`config.mk`:
```
export PLATFORM = sky130hd
export DESIGN_NAME = potctl_top
export DESIGN_NICKNAME = d
export VERILOG_FILES = /design/src/rtl/potctl_pkg.sv /design/src/rtl/potctl_cmd.sv /design/src/rtl/potctl_store.sv /design/src/rtl/potctl_tapsel.sv /design/src/rtl/potctl_top.sv
export SDC_FILE = /design/constraint.sdc
export NUM_CORES = 1
export LEC_CHECK = 0
export ABC_CLOCK_PERIOD_IN_PS = 5800
export BUFFER_PORTS_ARGS = -buffer_cell sky130_fd_sc_hd__buf_4
export CORE_UTILIZATION = 40
export CTS_CLUSTER_SIZE = 14
export DETAILED_ROUTE_END_ITERATION = 10
export PLACE_DENSITY = 0.63
export SYNTH_ARGS = -nofsm -noshare
export SYNTH_HDL_FRONTEND = slang
export SYNTH_SLANG_ARGS = --single-unit
```
`constraint.sdc`:
```
create_clock -name clk -period 5.8 [get_ports clk]
set_clock_uncertainty 0.2 [all_clocks]
set_input_delay 1.16 -clock clk [delete_from_list [all_inputs] [get_ports clk]]
set_output_delay 1.16 -clock clk [all_outputs]
set_load 0.1 [all_outputs]
```
`src/rtl/potctl_pkg.sv`:
```
// Shared constants and types for the potentiometer command controller.
// Assumes the byte framing (start/stop/byte strobes) is done upstream.
package potctl_pkg;

    // Seven-bit device identifier that a command must carry in bits [7:1].
    localparam logic [6:0] DEV_ID = 7'b1010111;

    // Command decoder states.
    typedef enum logic [2:0] {
        ST_IDLE,   // no transaction open
        ST_ADDR,   // expecting the first address byte
        ST_INSTR,  // expecting the instruction byte
        ST_DATA,   // expecting data, or a repeated start for a read
        ST_RADDR,  // expecting the repeated address byte
        ST_SKIP    // transaction rejected or done; wait for start
    } cmd_st_t;

endpackage

```
`src/rtl/potctl_cmd.sv`:
```
// Command decoder: walks address, instruction and data bytes, decides the
// acknowledge, issues register writes and read answers, and times the busy
// window of a persistent write.
// Assumes: bus_start, bus_stop and rx_valid never coincide; WIPER_W <= 8.
module potctl_cmd
    import potctl_pkg::*;
#(
    parameter int N_POT          = 3,
    parameter int WIPER_W        = 6,
    parameter int NV_BUSY_CYCLES = 40
) (
    input  logic                       clk,
    input  logic                       rst_n,
    input  logic                       rx_valid,
    input  logic [7:0]                 rx_byte,
    input  logic                       bus_start,
    input  logic                       bus_stop,
    input  logic                       ready,
    input  logic [N_POT*WIPER_W-1:0]   wiper_flat,
    output logic                       wr_en,
    output logic                       wr_nv,
    output logic [1:0]                 wr_idx,
    output logic [WIPER_W-1:0]         wr_data,
    output logic                       ack,
    output logic                       rd_valid,
    output logic [7:0]                 rd_data,
    output logic                       busy
);

    localparam int         BW     = $clog2(NV_BUSY_CYCLES + 1);
    localparam logic [2:0] NPOT_L = 3'(N_POT);

    cmd_st_t            st_q, st_d;
    logic [1:0]         idx_q, idx_d;
    logic               wt_q, wt_d;
    logic [BW-1:0]      bcnt_q;
    logic               accept, rd_fire, addr_ok;
    logic [WIPER_W-1:0] rd_sel;

    assign addr_ok = (rx_byte[7:1] == DEV_ID);
    assign busy    = (bcnt_q != '0);
    assign wr_idx  = idx_q;
    assign wr_data = rx_byte[WIPER_W-1:0];

    // Select the addressed wiper for a read answer.
    always_comb begin
        rd_sel = '0;
        for (int p = 0; p < N_POT; p++) begin
            if (idx_q == 2'(p)) rd_sel = wiper_flat[p*WIPER_W +: WIPER_W];
        end
    end

    // Next-state, acknowledge and write-strobe decision per byte or strobe.
    always_comb begin
        st_d    = st_q;
        idx_d   = idx_q;
        wt_d    = wt_q;
        accept  = 1'b0;
        rd_fire = 1'b0;
        wr_en   = 1'b0;
        wr_nv   = 1'b0;
        if (bus_stop) begin
            st_d = ST_IDLE;
        end else if (bus_start) begin
            st_d = (st_q == ST_DATA) ? ST_RADDR : ST_ADDR;
        end else if (rx_valid) begin
            unique case (st_q)
                ST_ADDR: begin
                    if (ready && !busy && addr_ok && !rx_byte[0]) begin
                        accept = 1'b1;
                        st_d   = ST_INSTR;
                    end else begin
                        st_d = ST_SKIP;
                    end
                end
                ST_INSTR: begin
                    if (ready && ({1'b0, rx_byte[1:0]} < NPOT_L)) begin
                        accept = 1'b1;
                        idx_d  = rx_byte[1:0];
                        wt_d   = rx_byte[7];
                        st_d   = ST_DATA;
                    end else begin
                        st_d = ST_SKIP;
                    end
                end
                ST_DATA: begin
                    if (ready) begin
                        accept = 1'b1;
                        wr_en  = 1'b1;
                        wr_nv  = wt_q;
                    end
                    st_d = ST_SKIP;
                end
                ST_RADDR: begin
                    if (ready && !busy && addr_ok) begin
                        accept = 1'b1;
                        if (rx_byte[0]) begin
                            rd_fire = 1'b1;
                            st_d    = ST_SKIP;
                        end else begin
                            st_d = ST_INSTR;
                        end
                    end else begin
                        st_d = ST_SKIP;
                    end
                end
                default: st_d = st_q;
            endcase
        end
    end

    // Decoder state and latched instruction fields.
    always_ff @(posedge clk) begin
        if (!rst_n) begin
            st_q  <= ST_IDLE;
            idx_q <= '0;
            wt_q  <= 1'b0;
        end else begin
            st_q  <= st_d;
            idx_q <= idx_d;
            wt_q  <= wt_d;
        end
    end

    // Registered acknowledge and read answer.
    always_ff @(posedge clk) begin
        if (!rst_n) begin
            ack      <= 1'b0;
            rd_valid <= 1'b0;
            rd_data  <= '0;
        end else begin
            ack      <= accept;
            rd_valid <= rd_fire;
            rd_data  <= rd_fire ? 8'(rd_sel) : 8'h00;
        end
    end

    // Busy window counter for persistent writes.
    always_ff @(posedge clk) begin
        if (!rst_n)              bcnt_q <= '0;
        else if (wr_en && wr_nv) bcnt_q <= BW'(NV_BUSY_CYCLES);
        else if (bcnt_q != '0)   bcnt_q <= bcnt_q - 1'b1;
    end

endmodule

```
`src/rtl/potctl_store.sv`:
```
// Wiper and persistent registers with supply qualification and recall.
// Assumes writes arrive only while ready is high (the decoder gates them).
module potctl_store #(
    parameter int N_POT     = 3,
    parameter int WIPER_W   = 6,
    parameter int PU_CYCLES = 16,
    parameter int NV_INIT   = 5
) (
    input  logic                     clk,
    input  logic                     rst_n,
    input  logic                     pwr_good,
    input  logic                     wr_en,
    input  logic                     wr_nv,
    input  logic [1:0]               wr_idx,
    input  logic [WIPER_W-1:0]       wr_data,
    output logic                     ready,
    output logic [N_POT*WIPER_W-1:0] wiper_flat
);

    localparam int PU_W = (PU_CYCLES > 1) ? $clog2(PU_CYCLES) : 1;

    logic [PU_W-1:0] pu_cnt_q;
    logic            ready_q;
    logic            recall;

    assign recall = pwr_good && !ready_q && (pu_cnt_q == PU_W'(PU_CYCLES - 1));
    assign ready  = ready_q;

    // Supply qualification: consecutive good samples, restart on any drop.
    always_ff @(posedge clk) begin
        if (!rst_n || !pwr_good) begin
            pu_cnt_q <= '0;
            ready_q  <= 1'b0;
        end else if (!ready_q) begin
            if (recall) ready_q  <= 1'b1;
            else        pu_cnt_q <= pu_cnt_q + 1'b1;
        end
    end

    for (genvar p = 0; p < N_POT; p++) begin : g_pot
        logic [WIPER_W-1:0] wip_q, nv_q;
        logic               hit;

        assign hit = wr_en && (wr_idx == 2'(p));
        assign wiper_flat[p*WIPER_W +: WIPER_W] = wip_q;

        // Working wiper: recalled on qualification, else written by command.
        always_ff @(posedge clk) begin
            if (!rst_n)      wip_q <= '0;
            else if (recall) wip_q <= nv_q;
            else if (hit)    wip_q <= wr_data;
        end

        // Persistent copy: written only by a persistent write.
        always_ff @(posedge clk) begin
            if (!rst_n)             nv_q <= WIPER_W'(NV_INIT);
            else if (hit && wr_nv)  nv_q <= wr_data;
        end
    end

endmodule

```
`src/rtl/potctl_tapsel.sv`:
```
// One-hot tap decoder with a one-cycle make-before-break overlap.
// Assumes the wiper input is a register output (one change per edge at most).
module potctl_tapsel #(
    parameter int WIPER_W = 6,
    parameter int TAPS    = 64
) (
    input  logic               clk,
    input  logic               rst_n,
    input  logic [WIPER_W-1:0] wiper,
    output logic [TAPS-1:0]    tap_en
);

    localparam logic [TAPS-1:0] ONE = {{(TAPS-1){1'b0}}, 1'b1};

    logic [WIPER_W-1:0] cur_q, old_q;
    logic               ovl_q;

    // Track the shown tap, the one before it, and whether both must be on.
    always_ff @(posedge clk) begin
        if (!rst_n) begin
            cur_q <= '0;
            old_q <= '0;
            ovl_q <= 1'b0;
        end else begin
            cur_q <= wiper;
            old_q <= cur_q;
            ovl_q <= (wiper != cur_q);
        end
    end

    // Decode: new tap always, old tap during the overlap cycle.
    always_comb begin
        tap_en = ONE << cur_q;
        if (ovl_q) tap_en = tap_en | (ONE << old_q);
    end

endmodule

```
`src/rtl/potctl_top.sv`:
```
// Top of the potentiometer command controller: decoder, register store and
// one tap decoder per potentiometer.
// Assumes a byte-framing front end and WIPER_W <= 8, N_POT <= 4.
module potctl_top #(
    parameter int N_POT          = 3,
    parameter int WIPER_W        = 6,
    parameter int PU_CYCLES      = 16,
    parameter int NV_BUSY_CYCLES = 40,
    parameter int NV_INIT        = 5,
    parameter int TAPS           = 1 << WIPER_W
) (
    input  logic                  clk,
    input  logic                  rst_n,
    input  logic                  pwr_good,
    input  logic                  bus_start,
    input  logic                  bus_stop,
    input  logic                  rx_valid,
    input  logic [7:0]            rx_byte,
    output logic                  ack,
    output logic                  rd_valid,
    output logic [7:0]            rd_data,
    output logic                  busy,
    output logic [N_POT*TAPS-1:0] tap_en
);

    logic                     ready;
    logic                     wr_en, wr_nv;
    logic [1:0]               wr_idx;
    logic [WIPER_W-1:0]       wr_data;
    logic [N_POT*WIPER_W-1:0] wiper_flat;

    potctl_cmd #(
        .N_POT(N_POT), .WIPER_W(WIPER_W), .NV_BUSY_CYCLES(NV_BUSY_CYCLES)
    ) u_cmd (
        .clk(clk), .rst_n(rst_n), .rx_valid(rx_valid), .rx_byte(rx_byte),
        .bus_start(bus_start), .bus_stop(bus_stop), .ready(ready),
        .wiper_flat(wiper_flat), .wr_en(wr_en), .wr_nv(wr_nv),
        .wr_idx(wr_idx), .wr_data(wr_data), .ack(ack),
        .rd_valid(rd_valid), .rd_data(rd_data), .busy(busy)
    );

    potctl_store #(
        .N_POT(N_POT), .WIPER_W(WIPER_W), .PU_CYCLES(PU_CYCLES), .NV_INIT(NV_INIT)
    ) u_store (
        .clk(clk), .rst_n(rst_n), .pwr_good(pwr_good), .wr_en(wr_en),
        .wr_nv(wr_nv), .wr_idx(wr_idx), .wr_data(wr_data), .ready(ready),
        .wiper_flat(wiper_flat)
    );

    for (genvar p = 0; p < N_POT; p++) begin : g_tap
        potctl_tapsel #(.WIPER_W(WIPER_W), .TAPS(TAPS)) u_tap (
            .clk(clk), .rst_n(rst_n),
            .wiper(wiper_flat[p*WIPER_W +: WIPER_W]),
            .tap_en(tap_en[p*TAPS +: TAPS])
        );
    end

endmodule

```
Word level (Yosys, flattened, before mapping) --
Index checks and enable logic that the tools add are counted. W data, S select, Z words.
Operators by class: bitwise logic cells 9, equality and inequality tests 11, magnitude comparators 1, add/subtract/negate cells 2, mux-type cells 44, reduce and logical (&&, ||, !) cells 34, shift operators 6
Operators by type and width (count):
- $shl A1 B6 Y64 const A | 6
- $mux W64 | 3
- $or A64 B64 Y64 | 3
- $mux W6 | 11
- $mux W1 | 21
- $mux W3 | 7
- $ne A6 B6 Y1 | 3
- $logic_and A1 B1 Y1 | 13
- $pmux W3 S4 | 1
- $reduce_bool A2 Y1 | 5
- $eq A7 B7 Y1 const B | 1
- $eq A3 B2 Y1 const B | 2
- $not A1 Y1 | 6
- $reduce_and A2 Y1 | 3
- $reduce_bool A6 Y1 | 1
- $sub A6 B1 Y6 const B | 1
- $logic_not A1 Y1 | 5
- $reduce_and A5 Y1 | 1
- $reduce_bool A5 Y1 | 1
- $add A4 B1 Y4 const B | 1
- $eq A4 B4 Y1 const B | 1
- $pmux W1 S4 | 1
- $reduce_or A2 Y1 | 2
- $reduce_or A4 Y1 | 1
- 7 further kinds | 7
Word-level totals: input bits 14, word-level logic and storage cells 133, flip-flop bits (word level) 102, output and inout bits 203

Depth between registers and ports, before layout --
Gate-level depths: netlist of the first run.
word-level depth 10, mapped depth 7, gate-level depth less buffers 6

By module --
From an unflattened synthesis of the first run, not the netlist that was laid out.
Second synthesis, totals: cell total of the unflattened synthesis 805, area, all modules 6348.6 um2
Modules (own cells, without submodules):
- potctl_tapsel | cells each 166, area an instance 1141.1 um2, seq. area each 260.2 um2, times used 3
- potctl_store | cells each 168, area an instance 1779.2 um2, seq. area each 820.8 um2, times used 1
- potctl_cmd | cells each 139, area an instance 1146.1 um2, seq. area each 400.4 um2, times used 1

Least setup slack after synthesis of the first run --
No wires, ideal clock.
path kind flip-flop to output port, start register g_tap[0].u_tap.cur_q[4], end output port tap_en[3], path buffers 2, data arrival time 3233 ps, stages on the path, launching flop included 5, data required time 4440 ps, slack 1207 ps, cell sequence dfxtp_1 -> clkbuf_1 -> or2_2 -> clkbuf_1 -> o32ai_1
Between the ends: cells in the longest elaborated chain, start to end 3
Ends and longest elaborated chain:
- start: declaration | RTL line potctl_tapsel.sv:15 | logic [WIPER_W-1:0] cur_q, old_q;
- start signal: assignment | RTL line potctl_tapsel.sv:25 | cur_q <= wiper;
- $shl A1 B6 Y64 * | RTL line potctl_tapsel.sv:33 | tap_en = ONE << cur_q;
- $or A64 B64 Y64 | RTL line potctl_tapsel.sv:34 | if (ovl_q) tap_en = tap_en | (ONE << old_q);
- $mux W64 * | RTL line potctl_tapsel.sv:34
- end: declaration | RTL line potctl_top.sv:23 | output logic [N_POT*TAPS-1:0] tap_en
Mark *: on every way between the ends. The rest lies on a longest branch, timed or not.

Final worst setup path of the first run --
start register g_tap[0].u_tap.cur_q[5], end output port tap_en[40]
Same word-level chain as after synthesis.

==> metrics.cfg, run 1 <==
[power_and_ir_drop]
powerDensity_mw_per_mm2=188.1
irDropWorstVdd_v=0.0004404
leakage_nw=3.129

[final_layout]
syn_to_final_growth_pct=30.06
drive_gt1_share_pct=25.99
nNetsFinal=974
insertedDiodeCount=0
final_core_util_pct=53.14
finalNonFillerCells=1150
final.fill_count=1446

[detailed_routing]
drc=0
vias=6984
drt_iter0_drc=755
antenna_left=0
drt-pass1-iter-count=7
routed_wl_um=20070
via_per_inst=6.073
wl_per_cell_um=17.45

[die]
die_w_um=126.4
io_pins=217
die_h_um=126.4
die-area_mm2=0.01597
core_area_mm2=0.01515
initial_utilization_pct=40.86
placementRows=45

[yosys]
yosysMostFrequentCell=o22ai_1
synth.distinct_cells=49
syn_area_mm2=0.006188
synth_adder_area_share_pct=0.6066
async_flop_share_pct=0
ys_warn_count=0
synthMuxAreaShare_pct=5.823
synth_top_family_by_area=compound AO/OA/AOI/OAI gates
synth_area_leaders=dfxtp_1, o22ai_1, mux2i_1
synth_flop_cell=dfxtp_1
synth_edf_count=0
synth_compound_area_share_pct=27.25
synth_commonest_cells=o22ai_1, dfxtp_1, nand2_1, clkbuf_1, nand3_1
synthSimpleGateAreaFrac_pct=25.54
synth_top_area_share_pct=32.35
synth-seq-area-share_pct=32.35
yosys.area.top_type=dfxtp_1
yosys.area_share.xor_xnor_pct=3.255
postSynthCellCount=805
syn_avg_cell_area_um2=7.687
ys_seq_elements=100

[critical_path]
critical_path_class=register to output port
crit_path_max_fanout=10
reg2reg_slack_ns=3.48
critical_path.startpoint=g_tap[0].u_tap.cur_q[5]
cp_slowest_cell=dfxtp_1
cp_data_arrival_time_ns=2.12
r2r_cells=6
cp_cell_sequence=nand2b_1, or2_2, o22ai_1, buf_4
end_kind=output port
r2r-start=u_cmd.bcnt_q[0]
cpPeakStageDelay_ns=0.49
critical_path.endpoint=tap_en[40]
critPathRequiredTime_ns=4.44
startpoint_type=register
regToRegEndpoint=u_cmd.rd_data[5]

[cts]
htreeDepth=3
clkLatencyLatePin_ns=0.33
cts_buffers=9
post_cts_buffers=0
cts_tree=yes
cts-resized-gates=0
ctsHoldBuffers=0
clk_pin_slew_ns=0.07
cts_buffer_depth=2
cts_num_sinks=100
cts-root-buf=clkbuf_16

[sta]
fin_setup_tns_ns=0
maxSlewViolCount=0
grt_setup_unrepaired=false
setup_viol=0
final.period_utilization_pct=60.09
worst_pin_slew_ns=0.7459
hold_viol_final=0
slew_headroom_pct=50.27
clock.fmax_mhz=286.9
layout_min_cycle_time_ns=3.485

[grt]
antenna_found_initial=0
grt_pass1_wl_um=31080
grt-ovfl-total=0
grt_max_degree=89
track_usage_pct=23.74
grt_pass1_vias=6021

[hold_path]
min_path_type=register to register

[outcome]
status=finished clean

[placement]
gp_congestion=0.9448
io_buffers=214
place_hpwl_um=14950
place_inst=1134

[job]
max_cap_viol_count=0

critical path, delay by kind of cell (launching register included):
| kind | cells | cell delay [ns] |
|---|---|---|
| AO/OA/AOI/OAI | 1 | 0.23 |
| flip-flops | 1 | 0.49 |
| AND/OR/NAND/NOR | 2 | 0.72 |
| buffers and inverters | 1 | 0.35 |
cells in the final DEF (no fill, tap or decap), types with 7 or more instances in the layout:
master,count
and2_1,42
dfxtp_1,100
xnor2_1,16
nand2_1,71
o22ai_1,183
nand2b_1,14
o21ai_0,36
mux2i_1,36
clkbuf_16,9
nor2_1,25
a21oi_1,23
nand3_1,47
xor2_1,7
nor2b_1,30
nand4_1,16
o32ai_1,14
buf_4,215
or2_2,14
state kept, by name, summed over array words and instances (netlist names):
signal	flops
u_store.g_pot.wip_q	18
u_cmd.st_q	3
g_tap.u_tap.ovl_q	3
u_cmd.wt_q	1
u_store.ready	1
u_cmd.rd_data	6
u_cmd.rd_valid	1
g_tap.u_tap.old_q	18
u_store.pu_cnt_q	4
u_cmd.bcnt_q	6
u_cmd.ack	1
u_store.g_pot.nv_q	18
u_cmd.wr_idx	2
g_tap.u_tap.cur_q	18
worst min path at each step:
stage / slack (ns) / end / depth (start not counted) / from
detailed placement: 0.26 / u_store.g_pot[1].nv_q[4] / 2 / u_store.g_pot[1].nv_q[4]
global placement: 0.25 / u_store.g_pot[0].nv_q[5] / 2 / u_store.g_pot[0].nv_q[5]
floorplan: 0.24 / u_store.g_pot[0].nv_q[1] / 2 / u_store.g_pot[0].nv_q[1]
CTS: 0.27 / u_store.g_pot[1].nv_q[4] / 2 / u_store.g_pot[1].nv_q[4]
finish: 0.27 / u_store.g_pot[1].nv_q[3] / 2 / u_store.g_pot[1].nv_q[3]
global route: 0.29 / u_store.g_pot[1].nv_q[3] / 2 / u_store.g_pot[1].nv_q[3]
per-stage QoR:
step           setup slack, ns  cell area [µm²]  total power [mW]  hold slack (ns)
6_report                 2.315             8049             1.514           0.2677
4_1_cts                  2.315             8049             1.533           0.2720
3_5_place_dp             2.695             7744            0.9283           0.2570
3_3_place_gp             2.702             7744            0.9244           0.2479
2_1_floorplan            1.207             6192            0.8893           0.2384
5_1_grt                  2.172             8049             1.574           0.2946
kinds of logic (layout without fill, tap and decap cells):
logic type,Yosys count,count (layout)
compound gates,272,272
xor+xnor,23,23
fa+ha+maj,3,3
buf+inv,80,236
flops,100,100
mux,36,36
other cells,1,2
simple gates,290,290
layout make-up:
type                            instances  area [µm²]  area share (%)
Timing Repair Buffer                  215        1614           20.05
Multi-Input combinational cell        626        3874           48.13
Inverter                                5       18.77          0.2332
Tap cell                              188       235.2           2.922
Clock inverter                          3       45.04          0.5596
Sequential cell                       100        2002           24.87
Clock buffer                           13       260.3           3.233
per-layer routing:
metal / GRT usage, % / part of all wire, %
met5: 0 / 0
met4: 7.016 / 1.9
met3: 4.133 / 8.3
met2: 38.97 / 47
met1: 31.82 / 43
power by group:
| part | internal [mW] | switching [mW] | leakage [nW] |
|---|---|---|---|
| Clock | 0.358 | 0.244 | 0.142 |
| Sequential | 0.705 | 0.0220 | 0.807 |
| Combinational | 0.0692 | 0.116 | 2.18 |
| Total | 1.13 | 0.381 | 3.13 |
Power figures use the tool's default switching activity.
==> run 2, diff against run 1 <==
Settings changed: ABC_CLOCK_PERIOD_IN_PS 5800 to 3500.
Clock period 5.8 ns to 3.5 ns, I/O delays scaled along.
==> run 2 against run 1 <==
  * Critical endpoint is now tap_en[62]
  * Non-clock buffer count up 1
  * Utilization up 1.6 points
  * Cell area up 3.1%
  * Cell count about the same
  * Clock power up 76%
  * Critical path depth unchanged
  * Die area unchanged
  * Count of clock-buffer cells in the layout down 2
  * Largest cell class unchanged
  * Highest routed layer unchanged
  * Flip-flop and latch count unchanged
==> metrics.cfg, run 2 (same netlist as run 1, synthesis figures left out) <==
[outcome]
status=finished clean

[job]
max_cap_viol_count=0

[detailed_routing]
met2_length_um=9977
vias=6941
met1_length_um=9047
antenna_left=0
routed_wl_um=20560
drt_iter0_drc=716
wl_met3_um=1291
drc=0
drt-pass1-iter-count=6
wl_per_cell_um=17.86
top_layer=met4
via_per_inst=6.030

[grt]
grt_max_degree=47
grt-ovfl-total=0
track_usage_pct=24.75
grt_pass1_wl_um=32330
grt_pass1_vias=6172
antenna_found_initial=0

[power_and_ir_drop]
irDropWorstVdd_v=0.0006731
total_power_mw=2.573
powerDensity_mw_per_mm2=310.0
leakage_nw=3.180

[final_layout]
insertedDiodeCount=0
finalNonFillerCells=1151
final_cell_mix=buf_4, o22ai_1, dfxtp_1
syn_to_final_growth_pct=34.09
nNetsFinal=975
final_common_cell=buf_4
drive_gt1_share_pct=29.60

[cts]
clk_pin_slew_ns=0.07
cts_num_sinks=100
clkLatencyLatePin_ns=0.33
cts_buffer_depth=2
cts-root-buf=clkbuf_16
cts_tree=yes
cts_buffers=9
ctsHoldBuffers=0
post_cts_buffers=0
cts-resized-gates=0
htreeDepth=3

[critical_path]
timing.critical_path.buf_inv=1
critical_path.endpoint=tap_en[62]
cp_cell_sequence=nand2_1, or2_2, o22ai_1, buf_4
cp_data_arrival_time_ns=2.17
path_delay_family=simple AND/OR/NAND/NOR gates
r2r_cells=6
critical_path_depth=4
critical_path.startpoint=g_tap[0].u_tap.cur_q[4]
r2r-start=u_cmd.bcnt_q[0]
critPathRequiredTime_ns=2.60
cpPeakStageDelay_ns=0.52
critical_path_class=register to output port
reg2reg_slack_ns=1.14
cp_slowest_cell=dfxtp_1
startpoint_type=register
crit_path_max_fanout=11
end_kind=output port
regToRegEndpoint=u_cmd.rd_data[4]

[placement]
io_buffers=214
place_inst=1135
place_hpwl_um=15300
gp_congestion=0.8997

[sta]
hold_viol_final=0
setup_viol=0
grt_setup_unrepaired=false
slew_headroom_pct=46.65
layout_min_cycle_time_ns=3.074
worst_pin_slew_ns=0.7978
maxSlewViolCount=0
final.period_utilization_pct=87.81
clock.fmax_mhz=325.4

[die]
placementRows=45
die_h_um=126.4
io_pins=217
core_area_mm2=0.01515
die-area_mm2=0.01597
initial_utilization_pct=40.86
die_w_um=126.4

[hold_path]
min_path_type=register to register

[run 2: how the worst min path moves through the flow]
stage | from | endpoint | cells past startpoint
CTS | u_store.g_pot[0].nv_q[2] | u_store.g_pot[0].nv_q[2] | 2
detailed placement | u_store.g_pot[0].nv_q[2] | u_store.g_pot[0].nv_q[2] | 2
global placement | u_store.g_pot[0].nv_q[3] | u_store.g_pot[0].nv_q[3] | 2
global route | u_store.g_pot[2].nv_q[4] | u_store.g_pot[2].nv_q[4] | 2
finish | u_store.g_pot[1].nv_q[3] | u_store.g_pot[1].nv_q[3] | 2
floorplan | u_store.g_pot[0].nv_q[1] | u_store.g_pot[0].nv_q[1] | 2
[run 2: report_power, final]
part | switching, mW | internal [mW]
clock network | 0.414 | 0.649
logic | 0.191 | 0.115
registers | 0.0367 | 1.17
[run 2: worst reg2reg max path: stages, from the launching register on]
cell,delay [ns]
dfxtp_1,0.33
inv_1,0.08
ha_1,0.16
or4b_4,0.50
nor4_4,0.38
and4_1,0.42
and2_1,0.22
[run 2: cell type report]
type,count,area [µm²]
tap,188,235.2
sequential,100,2002
fill,1507,6848
timing repair buffer,216,1622
clock buffer,11,242.7
clock inverter,5,82.58
multi-input combinational,626,4095
inverter,5,18.77
[run 2: metal layers]
metal  up-vias  global-route usage [%]
met5         -                       0
met4         0                   5.953
met3        27                   3.796
met2       308                   41.96
met1      3272                   32.91
li1       3334                       -
[run 2: metrics by stage]
| stage | instance area, µm² | utilization [%] | hold WS [ns] | setup slack (ns) | setup TNS, ns |
|---|---|---|---|---|---|
| 2_1_floorplan | 6414 | - | 0.2384 | -0.6282 | -2.678 |
| 3_3_place_gp | 7973 | 52.64 | 0.2475 | 0.8109 | 0 |
| 3_5_place_dp | 7973 | 52.64 | 0.2562 | 0.7730 | 0 |
| 4_1_cts | 8298 | 54.79 | 0.2720 | 0.4174 | 0 |
| 5_1_grt | 8298 | 54.79 | 0.2988 | 0.2969 | 0 |
| 6_report | 8298 | 54.79 | 0.2674 | 0.4265 | 0 |
